File: config.mk
export PLATFORM = sky130hd
export DESIGN_NAME = preg_reclaim
export DESIGN_NICKNAME = d
export VERILOG_FILES = /design/src/rtl/rclm_pkg.sv /design/src/rtl/rclm_ctrl.sv /design/src/rtl/rclm_state.sv /design/src/rtl/preg_reclaim.sv
export SDC_FILE = /design/constraint.sdc
export NUM_CORES = 2
export LEC_CHECK = 0
export BUFFER_PORTS_ARGS = -buffer_cell sky130_fd_sc_hd__buf_4
export CAP_MARGIN = 0
export CORE_MARGIN = 2
export CORE_UTILIZATION = 64
export CTS_BUF_LIST = sky130_fd_sc_hd__clkbuf_16
export DETAILED_ROUTE_END_ITERATION = 10
export GPL_TIMING_DRIVEN = 0
export PLACE_DENSITY = 0.82
export SYNTH_ARGS = -nofsm -noshare
export SYNTH_HDL_FRONTEND = slang
export SYNTH_SLANG_ARGS = --single-unit
File: constraint.sdc
create_clock -name clk -period 3.3 [get_ports clk]
set_input_delay 0.165 -clock clk [delete_from_list [all_inputs] [get_ports clk]]
set_output_delay 0.165 -clock clk [all_outputs]
set_load 0.1 [all_outputs]
File: src/rtl/rclm_pkg.sv
package rclm_pkg;
  localparam int NUM_PHYS  = 64;
  localparam int NUM_ARCH  = 32;
  localparam int IDX_W     = $clog2(NUM_PHYS);
  localparam int CNT_W     = 4;
  localparam int NUM_INC   = 4;
  localparam int NUM_DEC   = 4;
  localparam int NUM_WB    = 2;
  localparam int NUM_UNMAP = 2;
  localparam int MAX_REQ   = (NUM_INC > NUM_DEC) ? NUM_INC : NUM_DEC;
  localparam int REQ_W     = $clog2(MAX_REQ + 1);

  // strobes from control to per-register state
  typedef struct packed {
    logic                                recover;
    logic [NUM_PHYS-1:0]                 keep;
    logic [NUM_PHYS-1:0]                 alloc;
    logic [NUM_PHYS-1:0]                 wb;
    logic [NUM_PHYS-1:0]                 unmap;
    logic [NUM_PHYS-1:0][REQ_W-1:0]      incN;
    logic [NUM_PHYS-1:0][REQ_W-1:0]      decN;
  } strobe_t;
endpackage

File: src/rtl/rclm_ctrl.sv
module rclm_ctrl
  import rclm_pkg::*;
(
  input  logic                               allocTake,
  input  logic [NUM_WB-1:0]                  wbValid,
  input  logic [NUM_WB-1:0][IDX_W-1:0]       wbIdx,
  input  logic [NUM_UNMAP-1:0]               unmapValid,
  input  logic [NUM_UNMAP-1:0][IDX_W-1:0]    unmapIdx,
  input  logic [NUM_INC-1:0]                 incValid,
  input  logic [NUM_INC-1:0][IDX_W-1:0]      incIdx,
  input  logic [NUM_DEC-1:0]                 decValid,
  input  logic [NUM_DEC-1:0][IDX_W-1:0]      decIdx,
  input  logic                               recover,
  input  logic [NUM_PHYS-1:0]                restoreMap,
  input  logic [NUM_PHYS-1:0]                reclaimable,
  output strobe_t                            strobe,
  output logic [IDX_W-1:0]                   freeIdx,
  output logic                               freeValid
);
  // lowest-index priority encoder over the reusable set
  always_comb begin
    freeIdx   = '0;
    freeValid = 1'b0;
    for (int p = NUM_PHYS - 1; p >= 0; p--) begin
      if (reclaimable[p]) begin
        freeIdx   = IDX_W'(p);
        freeValid = 1'b1;
      end
    end
  end

  always_comb begin
    strobe.recover = recover;
    strobe.keep    = restoreMap;
    for (int p = 0; p < NUM_PHYS; p++) begin
      strobe.alloc[p] = allocTake && freeValid && (freeIdx == IDX_W'(p));
      strobe.wb[p]    = 1'b0;
      strobe.unmap[p] = 1'b0;
      strobe.incN[p]  = '0;
      strobe.decN[p]  = '0;
      for (int k = 0; k < NUM_WB; k++)
        if (wbValid[k] && wbIdx[k] == IDX_W'(p)) strobe.wb[p] = 1'b1;
      for (int k = 0; k < NUM_UNMAP; k++)
        if (unmapValid[k] && unmapIdx[k] == IDX_W'(p)) strobe.unmap[p] = 1'b1;
      for (int k = 0; k < NUM_INC; k++)
        if (incValid[k] && incIdx[k] == IDX_W'(p)) strobe.incN[p] = strobe.incN[p] + REQ_W'(1);
      for (int k = 0; k < NUM_DEC; k++)
        if (decValid[k] && decIdx[k] == IDX_W'(p)) strobe.decN[p] = strobe.decN[p] + REQ_W'(1);
    end
  end
endmodule

File: src/rtl/rclm_state.sv
module rclm_state
  import rclm_pkg::*;
(
  input  logic                           clk,
  input  logic                           rstN,
  input  strobe_t                        strobe,
  output logic [NUM_PHYS-1:0]            reclaimable,
  output logic [NUM_PHYS-1:0][CNT_W-1:0] cnt
);
  localparam int CNT_MAX = (1 << CNT_W) - 1;

  logic [NUM_PHYS-1:0] complete;
  logic [NUM_PHYS-1:0] released;

  for (genvar p = 0; p < NUM_PHYS; p++) begin : g_reg
    localparam logic RST_REL = (p >= NUM_ARCH);
    logic [CNT_W-1:0] cntNext;

    // saturating multi-input up/down count
    always_comb begin
      int sum;
      sum = int'(cnt[p]) + int'(strobe.incN[p]) - int'(strobe.decN[p]);
      if (sum < 0)            cntNext = '0;
      else if (sum > CNT_MAX) cntNext = CNT_W'(CNT_MAX);
      else                    cntNext = CNT_W'(sum);
    end

    always_ff @(posedge clk or negedge rstN) begin
      if (!rstN) begin
        complete[p] <= 1'b1;
        released[p] <= RST_REL;
        cnt[p]      <= '0;
      end else if (strobe.recover) begin
        if (strobe.keep[p]) begin
          released[p] <= 1'b0;
        end else begin
          complete[p] <= 1'b1;
          released[p] <= 1'b1;
          cnt[p]      <= '0;
        end
      end else begin
        if (strobe.alloc[p]) begin
          complete[p] <= 1'b0;
          released[p] <= 1'b0;
        end else begin
          if (strobe.wb[p])    complete[p] <= 1'b1;
          if (strobe.unmap[p]) released[p] <= 1'b1;
        end
        cnt[p] <= cntNext;
      end
    end

    assign reclaimable[p] = complete[p] && released[p] && (cnt[p] == '0);
  end
endmodule

File: src/rtl/preg_reclaim.sv
module preg_reclaim
  import rclm_pkg::*;
(
  input  logic                               clk,
  input  logic                               rstN,
  input  logic                               allocTake,
  input  logic [NUM_WB-1:0]                  wbValid,
  input  logic [NUM_WB-1:0][IDX_W-1:0]       wbIdx,
  input  logic [NUM_UNMAP-1:0]               unmapValid,
  input  logic [NUM_UNMAP-1:0][IDX_W-1:0]    unmapIdx,
  input  logic [NUM_INC-1:0]                 incValid,
  input  logic [NUM_INC-1:0][IDX_W-1:0]      incIdx,
  input  logic [NUM_DEC-1:0]                 decValid,
  input  logic [NUM_DEC-1:0][IDX_W-1:0]      decIdx,
  input  logic                               recover,
  input  logic [NUM_PHYS-1:0]                restoreMap,
  output logic [NUM_PHYS-1:0]                reclaimable,
  output logic [IDX_W-1:0]                   freeIdx,
  output logic                               freeValid
);
  strobe_t                        strobe;
  logic [NUM_PHYS-1:0][CNT_W-1:0] cnt;

  rclm_ctrl u_ctrl (
    .allocTake  (allocTake),
    .wbValid    (wbValid),
    .wbIdx      (wbIdx),
    .unmapValid (unmapValid),
    .unmapIdx   (unmapIdx),
    .incValid   (incValid),
    .incIdx     (incIdx),
    .decValid   (decValid),
    .decIdx     (decIdx),
    .recover    (recover),
    .restoreMap (restoreMap),
    .reclaimable(reclaimable),
    .strobe     (strobe),
    .freeIdx    (freeIdx),
    .freeValid  (freeValid)
  );

  rclm_state u_state (
    .clk        (clk),
    .rstN       (rstN),
    .strobe     (strobe),
    .reclaimable(reclaimable),
    .cnt        (cnt)
  );
endmodule

==> results of run 1 <==
==> stage by stage <==
step,hold slack (ps),setup TNS [ps]
floorplan,-131,-88670
global placement,453,-1377850
detailed placement,252,-686450
CTS,139,-27920
==> per-layer routing <==
metal / global-route usage [%] / overflow
met1: 93.7 / 260
met3: 90.8 / 215
met5: 78.6 / 27
met2: 107 / 1377
met4: 102 / 677
==> kinds of logic after synthesis <==
family                   after synthesis
multiplexers                         128
XOR/XNOR                             618
buffers and inverters                856
flip-flops                           384
AO/OA/AOI/OAI                       1399
adder cells (fa/ha/maj)              960
AND/OR/NAND/NOR                     2150
==> cells in the mapped netlist (128+ instances only) <==
master      n  area [sq um]
ha_1      832         10400
inv_1     700          2630
nand2_1   677          2540
nor2_1    567          2130
a21oi_1   474          2370
xnor2_1   351          3070
nand3_1   301          1510
dfrtp_1   288          7210
xor2_1    267          2340
a32o_1    188          1880
o21ai_0   164           821
nor2b_1   162          1010
a21o_1    152          1140
clkbuf_1  134           503
fa_1      128          2560
==> what timing repair did <==
item | in CTS
hold endpoints to repair | 382
hold buffers | 60
resized for setup | 949
pin swaps | 393
setup buffers | 336
endpoints found under the setup margin | 392
cloned | 4
==> impl_metrics.json, run 1 <==
{
  "status": "aborted with a tool error",
  "haltStage": "global routing",
  "error": "[ERROR GRT-0232] Routing congestion too high. Check the congestion heatmap in the GUI.",
  "dp_cells": 7797,
  "fp.dieH_um": 290,
  "grt_max_degree": 114,
  "root_buffer": "clkbuf_16",
  "yosysWarnings": 0,
  "cts_max_path_buffers": 3,
  "synth-simple-area-share_pct": 19.5,
  "cts_buffers": 51,
  "boundaryPins": 223,
  "h-tree-depth": 2,
  "syn-cell-area_sq_um": 52500,
  "fp.dieW_um": 290,
  "synth_compound_area_share_pct": 18.1,
  "synth_edf_count": 0,
  "synth.net_count": 7607,
  "initial_core_util_pct": 64.3,
  "synthMuxAreaShare_pct": 2.70,
  "rows": 105,
  "syn_area_per_cell_sq_um": 8.08,
  "synthAdderAreaFrac_pct": 24.7,
  "synthFlopType": "dfrtp_1",
  "overflow": 2556,
  "yosys.area_share.xor_xnor_pct": 10.3,
  "syn_inst": 6495,
  "postSynth.asyncResetShare_pct": 100,
  "post-place-ws_ps": -2610,
  "dp_hpwl_um": 200000,
  "io_buffers": 220,
  "gp_congestion": 1.20,
  "grtUsageTotal_pct": 97.4,
  "synth_top_family_by_area": "adder cells",
  "seq_area_frac_synth_pct": 18.5,
  "synth-seq-cells": 384,
  "clock-sinks": 384,
  "synthDistinctLibCells": 78,
  "postPlaceCellArea_sq_um": 58800
}
==> inputs of run 2 (changes only) <==
--- a/config.mk
+++ b/config.mk
@@ -8,11 +8,10 @@
 export BUFFER_PORTS_ARGS = -buffer_cell sky130_fd_sc_hd__buf_4
 export CAP_MARGIN = 0
 export CORE_MARGIN = 2
-export CORE_UTILIZATION = 64
-export CTS_BUF_LIST = sky130_fd_sc_hd__clkbuf_16
+export CORE_UTILIZATION = 40
 export DETAILED_ROUTE_END_ITERATION = 10
 export GPL_TIMING_DRIVEN = 0
-export PLACE_DENSITY = 0.82
+export PLACE_DENSITY_LB_ADDON = 0.15
 export SYNTH_ARGS = -nofsm -noshare
 export SYNTH_HDL_FRONTEND = slang
 export SYNTH_SLANG_ARGS = --single-unit
==> run 2 against run 1 <==
  * The flow now finishes, with violations (negative hold slack, max-capacitance violations, max-slew violations, negative setup slack)
  * Area after synthesis is the same
  * Synthesized cell count is the same
==> impl_metrics.json, run 2 <==
{
  "status": "complete, but fails checks",
  "violations": "negative hold slack, max-capacitance violations, max-slew violations, negative setup slack",
  "syn_to_final_growth_pct": 38.7,
  "initial_core_util_pct": 40.4,
  "syn_inst": 6495,
  "grt_pass1_wl_um": 394000,
  "power.leakage_nw": 33.0,
  "grt_pass1_vias": 52600,
  "synth-seq-cells": 384,
  "overflow": 0,
  "synthFlopType": "dfrtp_1",
  "root_buffer": "clkbuf_16",
  "end_kind": "primary output",
  "routedWlPerCell_um": 32.0,
  "synth_top_area_share_pct": 19.8,
  "finalNetCount": 8436,
  "rows": 132,
  "synthDistinctLibCells": 78,
  "largest_reg_flops": 256,
  "synth.net_count": 7607,
  "coreArea_sq_um": 130000,
  "gp_congestion": 1.08,
  "drc": 0,
  "boundaryPins": 223,
  "timing.hold.ws_ps": -8.50,
  "postPlaceCellArea_sq_um": 60100,
  "period_share_pct": 123,
  "antenna_found_initial": 29,
  "clock-sinks": 384,
  "final_common_cell": "ha_1",
  "yosysWarnings": 0,
  "grt_max_degree": 101,
  "power_density_nw_per_um2": 755,
  "drive_above_1_share_pct": 33.1,
  "syn_area_per_cell_sq_um": 8.08,
  "fin_ws_ps": -755,
  "fmax_mhz": 247,
  "h-tree-depth": 2,
  "dp_hpwl_um": 223000,
  "critPathRequiredTime_ps": 3130,
  "period_needed_ps": 4060,
  "min_path_type": "input pin to async pin",
  "io_buffers": 220,
  "clock_latency_ps": 710,
  "cp.arrival_ps": 3890,
  "setup_violations": 376,
  "maxCapViolations": 1,
  "max_flop_register": "u_state.cnt",
  "vias": 56000,
  "worstMarginPinSlew_ps": 1540,
  "max-slew-margin-rel_pct": -2.76,
  "worst_clock_skew_ps": 37.7,
  "post-synth-top-count-cell": "ha_1",
  "vdd_drop_max_v": 0.000821,
  "fp.dieH_um": 366,
  "utilization_pct": 56.1,
  "rsz0062_at_grt": "yes",
  "synth_top_area_cell": "ha_1",
  "reg_top3": "u_state.cnt: 256 flops, u_state.complete: 64 flops, u_state.released: 64 flops",
  "ant_nets": 0,
  "cts_buffers": 54,
  "crit_fanout": 2,
  "drtIter0Drc": 6191,
  "cts_tree": "done",
  "seq_area_frac_synth_pct": 18.5,
  "die-area_sq_um": 134000,
  "via_per_inst": 6.14,
  "cts_max_path_buffers": 3,
  "synth_edf_count": 0,
  "fp.dieW_um": 366,
  "ys_top_cells_by_count": "832 x ha_1, 700 x inv_1, 677 x nand2_1, 567 x nor2_1, 474 x a21oi_1",
  "synthTopCellsByArea": "ha_1 20%, dfrtp_1 14%, xnor2_1 5.9%",
  "stdcell_area_sq_um": 72800,
  "path_clk_slew_ps": 60,
  "routed_wl_um": 292000,
  "final_cell_mix": "728 x ha_1, 578 x nand2_1, 561 x inv_1, 519 x buf_4, 397 x nor2_1",
  "slew_violations": 11,
  "first_pass_iters": 8,
  "cp-startpoint": "u_state.cnt[55]$_DFFE_PN0P_",
  "worstSetupPathType": "register to primary output",
  "syn-cell-area_sq_um": 52500,
  "grtUsageTotal_pct": 41.5,
  "postSynth.asyncResetShare_pct": 100,
  "startpoint_type": "register",
  "hold_viol_final": 2,
  "rr_startpoint": "u_state.cnt[248]$_DFFE_PN0P_"
}
[run 2: area by class of cell]
class	instances	area [sq um]
Fill cell	11900	57000
Multi-Input combinational cell	5255	47000
Sequential cell	384	9750
Timing Repair Buffer	786	8000
Inverter	703	2690
Tap cell	1742	2180
Clock buffer	83	1640
Buffer	140	1140
Clock inverter	18	297
Antenna cell	13	32.5
[run 2: critical path, cell delays in order (launching register included)]
cell and delay (ps):
dfrtp_2 410, or4b_4 560, o211ai_1 950, a21oi_2 150
o221ai_2 180, o211ai_1 210, and2_4 230, nor2_4 140
and2_4 190, buf_12 170
[run 2: worst paths after layout]
| kind | to | slack (ps) | cells past startpoint |
|---|---|---|---|
| setup / recovery | freeIdx[0] | -760 | 9 |
| hold / removal | u_state.cnt[115]$_DFFE_PN0P_ | -9 | 2 |
| setup reg to reg | u_state.released[10]$_DFFE_PN0P_ | -320 | 13 |
| hold reg to reg | u_state.complete[25]$_DFFE_PN1P_ | 530 | 2 |
| max in group asynchronous | u_state.cnt[125]$_DFFE_PN0P_ | 1800 | 4 |
| min in group clk | u_state.cnt[97]$_DFFE_PN0P_ | 150 | 4 |
[run 2: routing by layer]
layer | track usage [%] | part of all wire, % | vias up
met2 | 59.8 | 40 | 3004
met4 | 30.1 | 9.3 | 12
met3 | 10.8 | 11 | 834
met5 | 0 | 0.028 | -
met1 | 53.5 | 39 | 27800
li1 | - | - | 24400
[run 2: logic make-up (layout without fill, tap and decap cells)]
group | count (synthesis) | in the layout | share of synthesized area [%]
xor gates and xnor gates | 618 | 618 | 10.3
other | 0 | 13 | 0
AOI/OAI and AO/OA | 1399 | 1399 | 18.1
DFF | 384 | 384 | 18.5
buffers and inverters | 856 | 1730 | 6.17
adders and majority gates | 960 | 960 | 24.7
and+or+nand+nor | 2150 | 2150 | 19.5
muxes | 128 | 128 | 2.70
[run 2: stage by stage]
| step | hold WS, ps | instances | TNS (ps) | worst slack [ps] | power, mW |
|---|---|---|---|---|---|
| after floorplan | -131 | 6495 | -88670 | -602 | 28.3 |
| after global placement | 450 | 8457 | -1799910 | -3760 | 37.4 |
| after detailed placement | 164 | 8489 | -641010 | -2270 | 37.7 |
| after CTS | 13.9 | 8862 | -44690 | -527 | 51.7 |
| after global routing | 67.3 | 9116 | -77010 | -676 | 57.2 |
| final | -8.50 | 9124 | -55010 | -755 | 54.9 |
[run 2: power breakdown]
group,internal [mW],total (mW),switching [mW],leakage (nW)
registers,6.50,8.67,2.16,4.57
logic,15.7,39.5,23.8,27.4
clock network,3.96,6.76,2.80,0.948
total,26.2,54.9,28.7,33.0
[run 2: repair_timing]
action | CTS | global route
hold endpoints to repair | 507 | 0
buffers inserted | 216 | 264
pin swaps | 203 | 492
setup endpoints to repair | 397 | 391
hold buffers | 60 | 0
gates cloned | 11 | 1
gates resized for setup | 618 | 797
No activity file was read; power rests on OpenSTA's default activity.
